==> src/rtl/anpc_pkg.sv <==
package anpc_pkg;

  // Leg sequencing states
  typedef enum logic [1:0] {
    ST_GUARD = 2'd0,  // whole leg off
    ST_DEAD  = 2'd1,  // only slow switch of applied half on
    ST_ACT   = 2'd2,  // active pattern
    ST_FW    = 2'd3   // freewheel pattern
  } legState_t;

  // Strobe set sent from control to datapath for one leg
  typedef struct packed {
    legState_t state;
    logic      posHalf;
  } legCmd_t;

  // Gate bit positions inside a six-bit leg group
  localparam int G_MAIN_HI  = 0;
  localparam int G_CLAMP_HI = 1;
  localparam int G_MAIN_LO  = 2;
  localparam int G_CLAMP_LO = 3;
  localparam int G_SLOW_HI  = 4;
  localparam int G_SLOW_LO  = 5;
  localparam int LEG_GATES  = 6;

endpackage

==> src/rtl/anpc_seq_ctrl.sv <==
module anpc_seq_ctrl
  import anpc_pkg::*;
#(
  parameter int NUM_PHASES   = 3,
  parameter int DT_W         = 8,
  parameter int GUARD_CYCLES = 4
) (
  input  logic                             clk,
  input  logic                             rstN,
  input  logic [NUM_PHASES-1:0]            pwmIn,
  input  logic [NUM_PHASES-1:0]            polIn,
  input  logic [DT_W-1:0]                  deadCycles,
  input  logic [LEG_GATES*NUM_PHASES-1:0]  faultIn,
  input  logic                             faultClr,
  output legCmd_t [NUM_PHASES-1:0]         cmd,
  output logic                             stopAll,
  output logic                             faultLatched
);

  localparam int GUARD_W = $clog2(GUARD_CYCLES + 1);
  localparam int CNT_W   = (DT_W > GUARD_W) ? DT_W : GUARD_W;

  logic anyFault;
  logic [CNT_W:0] deadLim;
  logic [CNT_W:0] guardLim;

  assign anyFault = |faultIn;
  assign stopAll  = faultLatched | anyFault;
  assign deadLim  = (CNT_W+1)'(deadCycles);
  assign guardLim = (CNT_W+1)'(GUARD_CYCLES);

  // Fault flag: set by any fault, cleared only by a clean clear request
  always_ff @(posedge clk or negedge rstN) begin
    if (!rstN) begin
      faultLatched <= 1'b0;
    end else if (anyFault) begin
      faultLatched <= 1'b1;
    end else if (faultClr) begin
      faultLatched <= 1'b0;
    end
  end

  for (genvar p = 0; p < NUM_PHASES; p++) begin : gLeg
    legState_t      state;
    logic           appliedPol;
    logic [CNT_W-1:0] cnt;
    logic [CNT_W:0] cntInc;

    assign cntInc = {1'b0, cnt} + {{CNT_W{1'b0}}, 1'b1};

    always_ff @(posedge clk or negedge rstN) begin
      if (!rstN) begin
        state      <= ST_GUARD;
        cnt        <= '0;
        appliedPol <= 1'b1;
      end else if (stopAll) begin
        state <= ST_GUARD;
        cnt   <= '0;
      end else begin
        unique case (state)
          ST_GUARD: begin
            if (cntInc >= guardLim) begin
              appliedPol <= polIn[p];
              state      <= pwmIn[p] ? ST_ACT : ST_FW;
              cnt        <= '0;
            end else begin
              cnt <= cntInc[CNT_W-1:0];
            end
          end
          ST_DEAD: begin
            if (polIn[p] != appliedPol) begin
              state <= ST_GUARD;
              cnt   <= '0;
            end else if (cntInc >= deadLim) begin
              state <= pwmIn[p] ? ST_ACT : ST_FW;
              cnt   <= '0;
            end else begin
              cnt <= cntInc[CNT_W-1:0];
            end
          end
          ST_ACT, ST_FW: begin
            if (polIn[p] != appliedPol) begin
              state <= ST_GUARD;
              cnt   <= '0;
            end else if (pwmIn[p] != (state == ST_ACT)) begin
              cnt <= '0;
              if (deadCycles == '0) begin
                state <= pwmIn[p] ? ST_ACT : ST_FW;
              end else begin
                state <= ST_DEAD;
              end
            end
          end
          default: begin
            state <= ST_GUARD;
            cnt   <= '0;
          end
        endcase
      end
    end

    assign cmd[p].state   = state;
    assign cmd[p].posHalf = appliedPol;
  end

endmodule

==> src/rtl/anpc_gate_path.sv <==
module anpc_gate_path
  import anpc_pkg::*;
#(
  parameter int NUM_PHASES = 3
) (
  input  logic                             clk,
  input  logic                             rstN,
  input  legCmd_t [NUM_PHASES-1:0]         cmd,
  input  logic                             stopAll,
  output logic [LEG_GATES*NUM_PHASES-1:0]  gateOut,
  output logic                             interlockHit
);

  localparam int TOTAL_GATES = LEG_GATES * NUM_PHASES;

  logic [TOTAL_GATES-1:0] rawAll;
  logic [NUM_PHASES-1:0]  conflict;

  for (genvar p = 0; p < NUM_PHASES; p++) begin : gDec
    logic [LEG_GATES-1:0] raw;

    always_comb begin
      raw = '0;
      unique case (cmd[p].state)
        ST_ACT: begin
          if (cmd[p].posHalf) begin
            raw[G_MAIN_HI]  = 1'b1;
            raw[G_CLAMP_LO] = 1'b1;
            raw[G_SLOW_HI]  = 1'b1;
          end else begin
            raw[G_MAIN_LO]  = 1'b1;
            raw[G_CLAMP_HI] = 1'b1;
            raw[G_SLOW_LO]  = 1'b1;
          end
        end
        ST_FW: begin
          if (cmd[p].posHalf) begin
            raw[G_CLAMP_HI] = 1'b1;
            raw[G_SLOW_HI]  = 1'b1;
          end else begin
            raw[G_CLAMP_LO] = 1'b1;
            raw[G_SLOW_LO]  = 1'b1;
          end
        end
        ST_DEAD: begin
          raw[G_SLOW_HI] = cmd[p].posHalf;
          raw[G_SLOW_LO] = ~cmd[p].posHalf;
        end
        default: raw = '0;
      endcase
    end

    assign rawAll[p*LEG_GATES +: LEG_GATES] = raw;
    assign conflict[p] = (raw[G_MAIN_HI] & raw[G_CLAMP_HI]) |
                         (raw[G_MAIN_LO] & raw[G_CLAMP_LO]) |
                         (raw[G_SLOW_HI] & raw[G_SLOW_LO]);
  end

  always_ff @(posedge clk or negedge rstN) begin
    if (!rstN) begin
      gateOut      <= '0;
      interlockHit <= 1'b0;
    end else begin
      interlockHit <= ~stopAll & (|conflict);
      for (int p = 0; p < NUM_PHASES; p++) begin
        if (stopAll || conflict[p]) begin
          gateOut[p*LEG_GATES +: LEG_GATES] <= '0;
        end else begin
          gateOut[p*LEG_GATES +: LEG_GATES] <= rawAll[p*LEG_GATES +: LEG_GATES];
        end
      end
    end
  end

endmodule

==> src/rtl/anpc_gate_seq.sv <==
module anpc_gate_seq
  import anpc_pkg::*;
#(
  parameter int NUM_PHASES   = 3,
  parameter int DT_W         = 8,
  parameter int GUARD_CYCLES = 4
) (
  input  logic                             clk,
  input  logic                             rstN,
  input  logic [NUM_PHASES-1:0]            pwmIn,
  input  logic [NUM_PHASES-1:0]            polIn,
  input  logic [DT_W-1:0]                  deadCycles,
  input  logic [6*NUM_PHASES-1:0]          faultIn,
  input  logic                             faultClr,
  output logic [6*NUM_PHASES-1:0]          gateOut,
  output logic                             faultLatched,
  output logic                             interlockHit
);

  legCmd_t [NUM_PHASES-1:0] cmd;
  logic stopAll;

  anpc_seq_ctrl #(
    .NUM_PHASES  (NUM_PHASES),
    .DT_W        (DT_W),
    .GUARD_CYCLES(GUARD_CYCLES)
  ) uCtrl (
    .clk         (clk),
    .rstN        (rstN),
    .pwmIn       (pwmIn),
    .polIn       (polIn),
    .deadCycles  (deadCycles),
    .faultIn     (faultIn),
    .faultClr    (faultClr),
    .cmd         (cmd),
    .stopAll     (stopAll),
    .faultLatched(faultLatched)
  );

  anpc_gate_path #(
    .NUM_PHASES(NUM_PHASES)
  ) uPath (
    .clk         (clk),
    .rstN        (rstN),
    .cmd         (cmd),
    .stopAll     (stopAll),
    .gateOut     (gateOut),
    .interlockHit(interlockHit)
  );

endmodule

==> config.mk <==
export PLATFORM = sky130hd
export DESIGN_NAME = anpc_gate_seq
export DESIGN_NICKNAME = d
export VERILOG_FILES = /design/src/rtl/anpc_pkg.sv /design/src/rtl/anpc_seq_ctrl.sv /design/src/rtl/anpc_gate_path.sv /design/src/rtl/anpc_gate_seq.sv
export SDC_FILE = /design/constraint.sdc
export NUM_CORES = 1
export LEC_CHECK = 0
export ABC_AREA = 1
export BUFFER_PORTS_ARGS = -buffer_cell sky130_fd_sc_hd__buf_2
export CAP_MARGIN = 20
export CORE_ASPECT_RATIO = 0.9
export CORE_MARGIN = 2
export CORE_UTILIZATION = 25
export DETAILED_ROUTE_END_ITERATION = 7
export HOLD_SLACK_MARGIN = 0.1
export PLACE_DENSITY = 0.45
export SYNTH_ARGS = -nofsm -noshare
export SYNTH_HDL_FRONTEND = slang
export SYNTH_SLANG_ARGS = --single-unit
==> constraint.sdc <==
create_clock -name clk -period 4.71 [get_ports clk]
set_clock_uncertainty 0.2 [all_clocks]
set_input_delay 0.7065 -clock clk [delete_from_list [all_inputs] [get_ports clk]]
set_output_delay 0.7065 -clock clk [all_outputs]
set_load 0.02 [all_outputs]
After elaboration in Yosys (flattened, before gate mapping)
Index checks and enable logic that the tools add are counted.
Widths: inputs -> output; s select.
- register bits: 53
- output and inout bits: 20
- add/sub/neg operators: 3
- magnitude comparators: 6
- equality and inequality tests: 24
- multiplexer cells: 80
- bitwise gates (word level): 21
- reduce and logical (&&, ||, !) cells: 19
- operators by type and width (cell ; count):
    $mux 8 ; 18
    $pmux 8 s3 ; 3
    $mux 2 ; 27
    $pmux 2 s3 ; 6
    $add 8x1->9 const B ; 3
    $ge 9x3->1 const B ; 3
    $ge 9x8->1 ; 3
    $ne 4x1->1 const B ; 6
    $mux 6 ; 3
    $reduce_and 3->1 ; 6
    $reduce_or 18->1 ; 1
    $mux 1 ; 17
    $eq 2x2->1 const B ; 6
    $pmux 1 s2 ; 6
    $and 1x1->1 ; 10
    $ne 3x1->1 const B ; 3
    $logic_not 8->1 ; 1
    $or 1x1->1 ; 7
    $eq 2x1->1 const B ; 3
    $logic_not 2->1 ; 3
    $ne 1x1->1 ; 6
    $reduce_or 2->1 ; 3
    $not 1->1 ; 4
    $logic_or 1x1->1 ; 3
    2 further kinds ; 2

Depth between registers and ports, before layout
- depth in word-level cells: 7
- gate-level depth with buffers: 17
- depth with buffers taken out: 17

By module
From an unflattened synthesis, not the netlist that was laid out.
- cells, all modules: 574
- area total of the unflattened synthesis: 3943.8 µm²
- modules (own cells, without submodules) (module ; instances ; cells each ; area each (µm²) ; sequential area each (µm²)):
    anpc_seq_ctrl ; 1 ; 496 ; 3195.6 ; 854.6
    anpc_gate_path ; 1 ; 78 ; 748.2 ; 475.5

Worst setup path before layout
OpenSTA, ideal clock, no wires.
- kind: register -> register
- start: reg uCtrl.gLeg[2].cnt[0]
- end: reg uCtrl.gLeg[2].state[0]
- setup time: 0.117 ns
- data arrival time: 2.014 ns
- slack: 2.379 ns
- stages on the path, launching flop included: 16
- buffers on the path: 0
- cells stage by stage: dfrtp_1 -> ha_1 -> nand2_1 -> nor2_1 -> nand3_1 -> nand2_1 -> inv_1 -> ha_1 -> nand2_1 -> nor3_1 -> a21oi_1 -> and2_1 -> nand3_1 -> nand3_1 -> nand2_1 -> nand2_1
- longest elaborated chain between the ends: 4
- elaborated cells between the ends (all ways): 6
- those cells by class: add/sub (1); order compare (2); eq/ne (2); reduce/logical (1)
- ends and longest elaborated chain (item ; line ; RTL):
    start, declared ; anpc_seq_ctrl.sv:46 ; logic [CNT_W-1:0] cnt;
    start signal, assigned ; anpc_seq_ctrl.sv:67 ; cnt <= cntInc[CNT_W-1:0];
    start signal, assigned ; anpc_seq_ctrl.sv:78 ; cnt <= cntInc[CNT_W-1:0];
    $add 8x1->9 * ; anpc_seq_ctrl.sv:49 ; assign cntInc = {1'b0, cnt} + {{CNT_W{1'b0}}, 1'b1};
    $ge 9x8->1 or $ge 9x3->1 (tied branches) ; anpc_seq_ctrl.sv:74, anpc_seq_ctrl.sv:62 ;
    $ne 4x1->1 (no source line) or $ne 3x1->1 (tied branches) ; - ;
    $reduce_and 3->1 (no source line) * ; - ;
    end signal, assigned ; anpc_seq_ctrl.sv:64 ; state <= pwmIn[p] ? ST_ACT : ST_FW;
    end signal, assigned ; anpc_seq_ctrl.sv:75 ; state <= pwmIn[p] ? ST_ACT : ST_FW;
    end signal, assigned ; anpc_seq_ctrl.sv:88 ; state <= pwmIn[p] ? ST_ACT : ST_FW;
    end, declared ; anpc_seq_ctrl.sv:44 ; legState_t state;
Mark *: on every way between the ends. The rest lies on a longest branch, timed or not.
A chain may end at the register's enable or synchronous reset.

Worst setup path after layout
- start: reg uCtrl.gLeg[1].cnt[0]
- end: reg uCtrl.gLeg[1].cnt[3]
- longest elaborated chain between the ends: 6
- elaborated cells between the ends (all ways): 8
- those cells by class: add/sub (1); order compare (2); mux (5)
- ends and longest elaborated chain (item ; line ; RTL):
    start, declared ; anpc_seq_ctrl.sv:46 ;
    start signal, assigned ; anpc_seq_ctrl.sv:67 ;
    start signal, assigned ; anpc_seq_ctrl.sv:78 ;
    $add 8x1->9 * ; anpc_seq_ctrl.sv:49 ;
    $ge 9x8->1 ; anpc_seq_ctrl.sv:74 ; end else if (cntInc >= deadLim) begin
    $mux 8 ; anpc_seq_ctrl.sv:74 ;
    $mux 8 ; anpc_seq_ctrl.sv:71 ; if (polIn[p] != appliedPol) begin
    $pmux 8 s3 * ; anpc_seq_ctrl.sv:60 ; unique case (state)
    $mux 8 * ; anpc_seq_ctrl.sv:56 ; end else if (stopAll) begin
Marks and branches as above.

==> flow_summary.json <==
{
  "wl_per_cell_um": 12.1,
  "drtIter0Drc": 142,
  "required_ns": 4.73,
  "gp_congestion": 0.870,
  "antenna_found_initial": 0,
  "syn-cell-area_um2": 3640,
  "synth_flop_cell": "dfrtp_1",
  "root_buffer": "clkbuf_16",
  "status": "finished clean",
  "synth_area_leaders": "dfrtp_1 34%, nand2_1 17%, ha_1 9.3%, inv_1 7.5%, nand3_1 5.9%",
  "grt_pass1_wl_um": 16000,
  "ant_nets": 0,
  "max-vdd-ir-drop_uv": 197,
  "dp_hpwl_um": 7180,
  "cap_viol_max_count": 0,
  "viasPerCell": 4.39,
  "h-tree-depth": 2,
  "cts.sinks": 53,
  "crit_arrival_ns": 2.71,
  "final_common_cell": "nand2_1",
  "cts_tree": "done",
  "grt_pass1_vias": 3344,
  "wl_met3_um": 397,
  "final_cells": 771,
  "yosysSeqAreaShare": 0.366,
  "fin_crit_ns": 2.68,
  "dieArea_um2": 15500,
  "area_growth_pct": 18.4,
  "crit_fanout": 8,
  "ctsResizeCount": 0,
  "path_class": "reg2reg",
  "wl_met2_um": 4100,
  "synth_top_area_cell": "dfrtp_1",
  "cts_max_path_buffers": 2,
  "power_density_nw_per_um2": 219,
  "nets": 639,
  "drt-met1-wl_um": 4720,
  "worst_pin_slew_ns": 0.713,
  "top_layer_used": "met4",
  "r2r_slack_ns": 2.03,
  "pin_count": 55,
  "cts_buffers": 5,
  "wirelength_um": 9350,
  "fmax_mhz": 372,
  "yosys_register_bits": 53,
  "mostFrequentLayoutCells": "166 x nand2_1, 73 x inv_1, 54 x nor2_1, 54 x buf_2, 50 x dfrtp_1",
  "finalCritPeriodShare": 0.570,
  "synth-edff-count": 0,
  "grt_overflow": 0,
  "coreArea_um2": 14100,
  "placed_cell_area_um2": 4140,
  "path_clk_slew_ns": 0.07,
  "drc_errors": 0,
  "post_cts_buffers": 0,
  "synthDistinctLibCells": 32,
  "syn_nets": 579,
  "via_count": 3385,
  "hold_path.class": "reg2reg",
  "initial_core_util": 0.258,
  "fin_area_um2": 4310,
  "dp.cells": 763,
  "grt_max_degree": 54,
  "whs_ns": 0.297,
  "syn_inst": 517,
  "synthArstFlopShare": 1.00,
  "rows": 41,
  "cts_hold_buf": 0,
  "yosysWarnings": 0,
  "track_usage": 0.126,
  "portBuffers": 54,
  "die_w_um": 131,
  "die_h_um": 118,
  "drive_gt1_frac": 0.152,
  "setup_violations": 0,
  "slew_viol_final": 0,
  "fin_tns_setup_ns": 0,
  "rsz0062_at_grt": "no",
  "crit_path_end_kind": "flip-flop",
  "clock_latency_ns": 0.30,
  "syn_avg_cell_area_um2": 7.03,
  "antenna_cells": 0,
  "maxSlewHeadroom": 0.523,
  "p_leak_nw": 2.35,
  "finalHoldViolCount": 0,
  "yosysTopAreaCellShare": 0.344,
  "drt_first_pass_iters": 5,
  "cp-start-kind": "flip-flop"
}
## final timing paths
kind                            depth (start not counted)                  endpoint                     start
max in group asynchronous                               2         uPath.gateOut[16]                      rstN
worst min register to register                          2  uCtrl.gLeg[2].appliedPol  uCtrl.gLeg[2].appliedPol
worst max-delay path                                   16      uCtrl.gLeg[1].cnt[3]      uCtrl.gLeg[1].cnt[0]
worst min-delay path                                    2  uCtrl.gLeg[2].appliedPol  uCtrl.gLeg[2].appliedPol
worst max register to register                         16      uCtrl.gLeg[1].cnt[3]      uCtrl.gLeg[1].cnt[0]
min in group asynchronous                               2      uCtrl.gLeg[0].cnt[3]                      rstN
## through the flow
stage | setup slack (ns) | power (mW) | utilization
2_1_floorplan | 2.38 | 0.487 | -
3_3_place_gp | 1.93 | 0.519 | 0.293
3_5_place_dp | 1.85 | 0.521 | 0.293
4_1_cts | 2.03 | 0.961 | 0.305
5_1_grt | 1.78 | 0.991 | 0.305
6_report | 2.03 | 0.943 | 0.305
## critical path, stage by stage, from the launching register on
cell     delay, ns
dfrtp_1       0.42
ha_1          0.20
nand2_1       0.08
nor2_1        0.22
xor2_1        0.32
ha_1          0.32
nand2_1       0.08
nor2_1        0.04
o21ai_0       0.06
nand3_1       0.11
nand2_1       0.07
nand2_1       0.07
nand2_1       0.07
nand2_2       0.09
nand2_4       0.14
nand2_1       0.06
o21ai_1       0.07
## synth_stat cells, drive strengths merged, types with 4 or more instances
cell / count
a21oi: 16
o21ai: 18
o22ai: 8
nor3: 4
nand3: 46
nand2: 172
xor2: 6
nor2: 65
inv: 74
dfrtp: 50
ha: 27
nand4: 12
## state kept, by name, summed over array words and instances (netlist names)
name and count:
uCtrl.gLeg.cnt 24, uPath.gateOut 18, uCtrl.gLeg.state 6, uCtrl.gLeg.appliedPol 3, uCtrl.faultLatched 1, uPath.interlockHit 1
## area by class of cell
class	instances	area [um2]
clock inverters	3	43.8
well taps	193	241
multi-input cells	387	2010
fillers	1544	9800
flip-flops and latches	53	1330
clock buffers	5	125
repair buffers	55	278
inverters	75	282
## metal layers
layer  GRT usage  vias up
met5           0        -
met4      0.0360        0
met3      0.0266       11
met2       0.207       74
met1       0.169     1542
li1            -     1758
## kinds of logic (layout without fill, tap and decap cells)
kind of cell,after synthesis,count (layout),synth area share
compound gates,47,47,0.0736
xor+xnor,9,9,0.0217
fa+ha+maj,27,27,0.0929
buf+inv,77,138,0.0826
flops,53,53,0.366
other cells,1,1,0.00103
simple gates,303,303,0.362
## power by group
| group | switching [mW] | leakage (nW) | total [mW] | internal [mW] |
|---|---|---|---|---|
| sequential | 0.0000695 | 0.723 | 0.455 | 0.455 |
| clock | 0.181 | 0.0842 | 0.433 | 0.252 |
| combinational | 0.0348 | 1.54 | 0.0552 | 0.0203 |
| total | 0.216 | 2.35 | 0.943 | 0.728 |
Power figures use the tool's default switching activity.
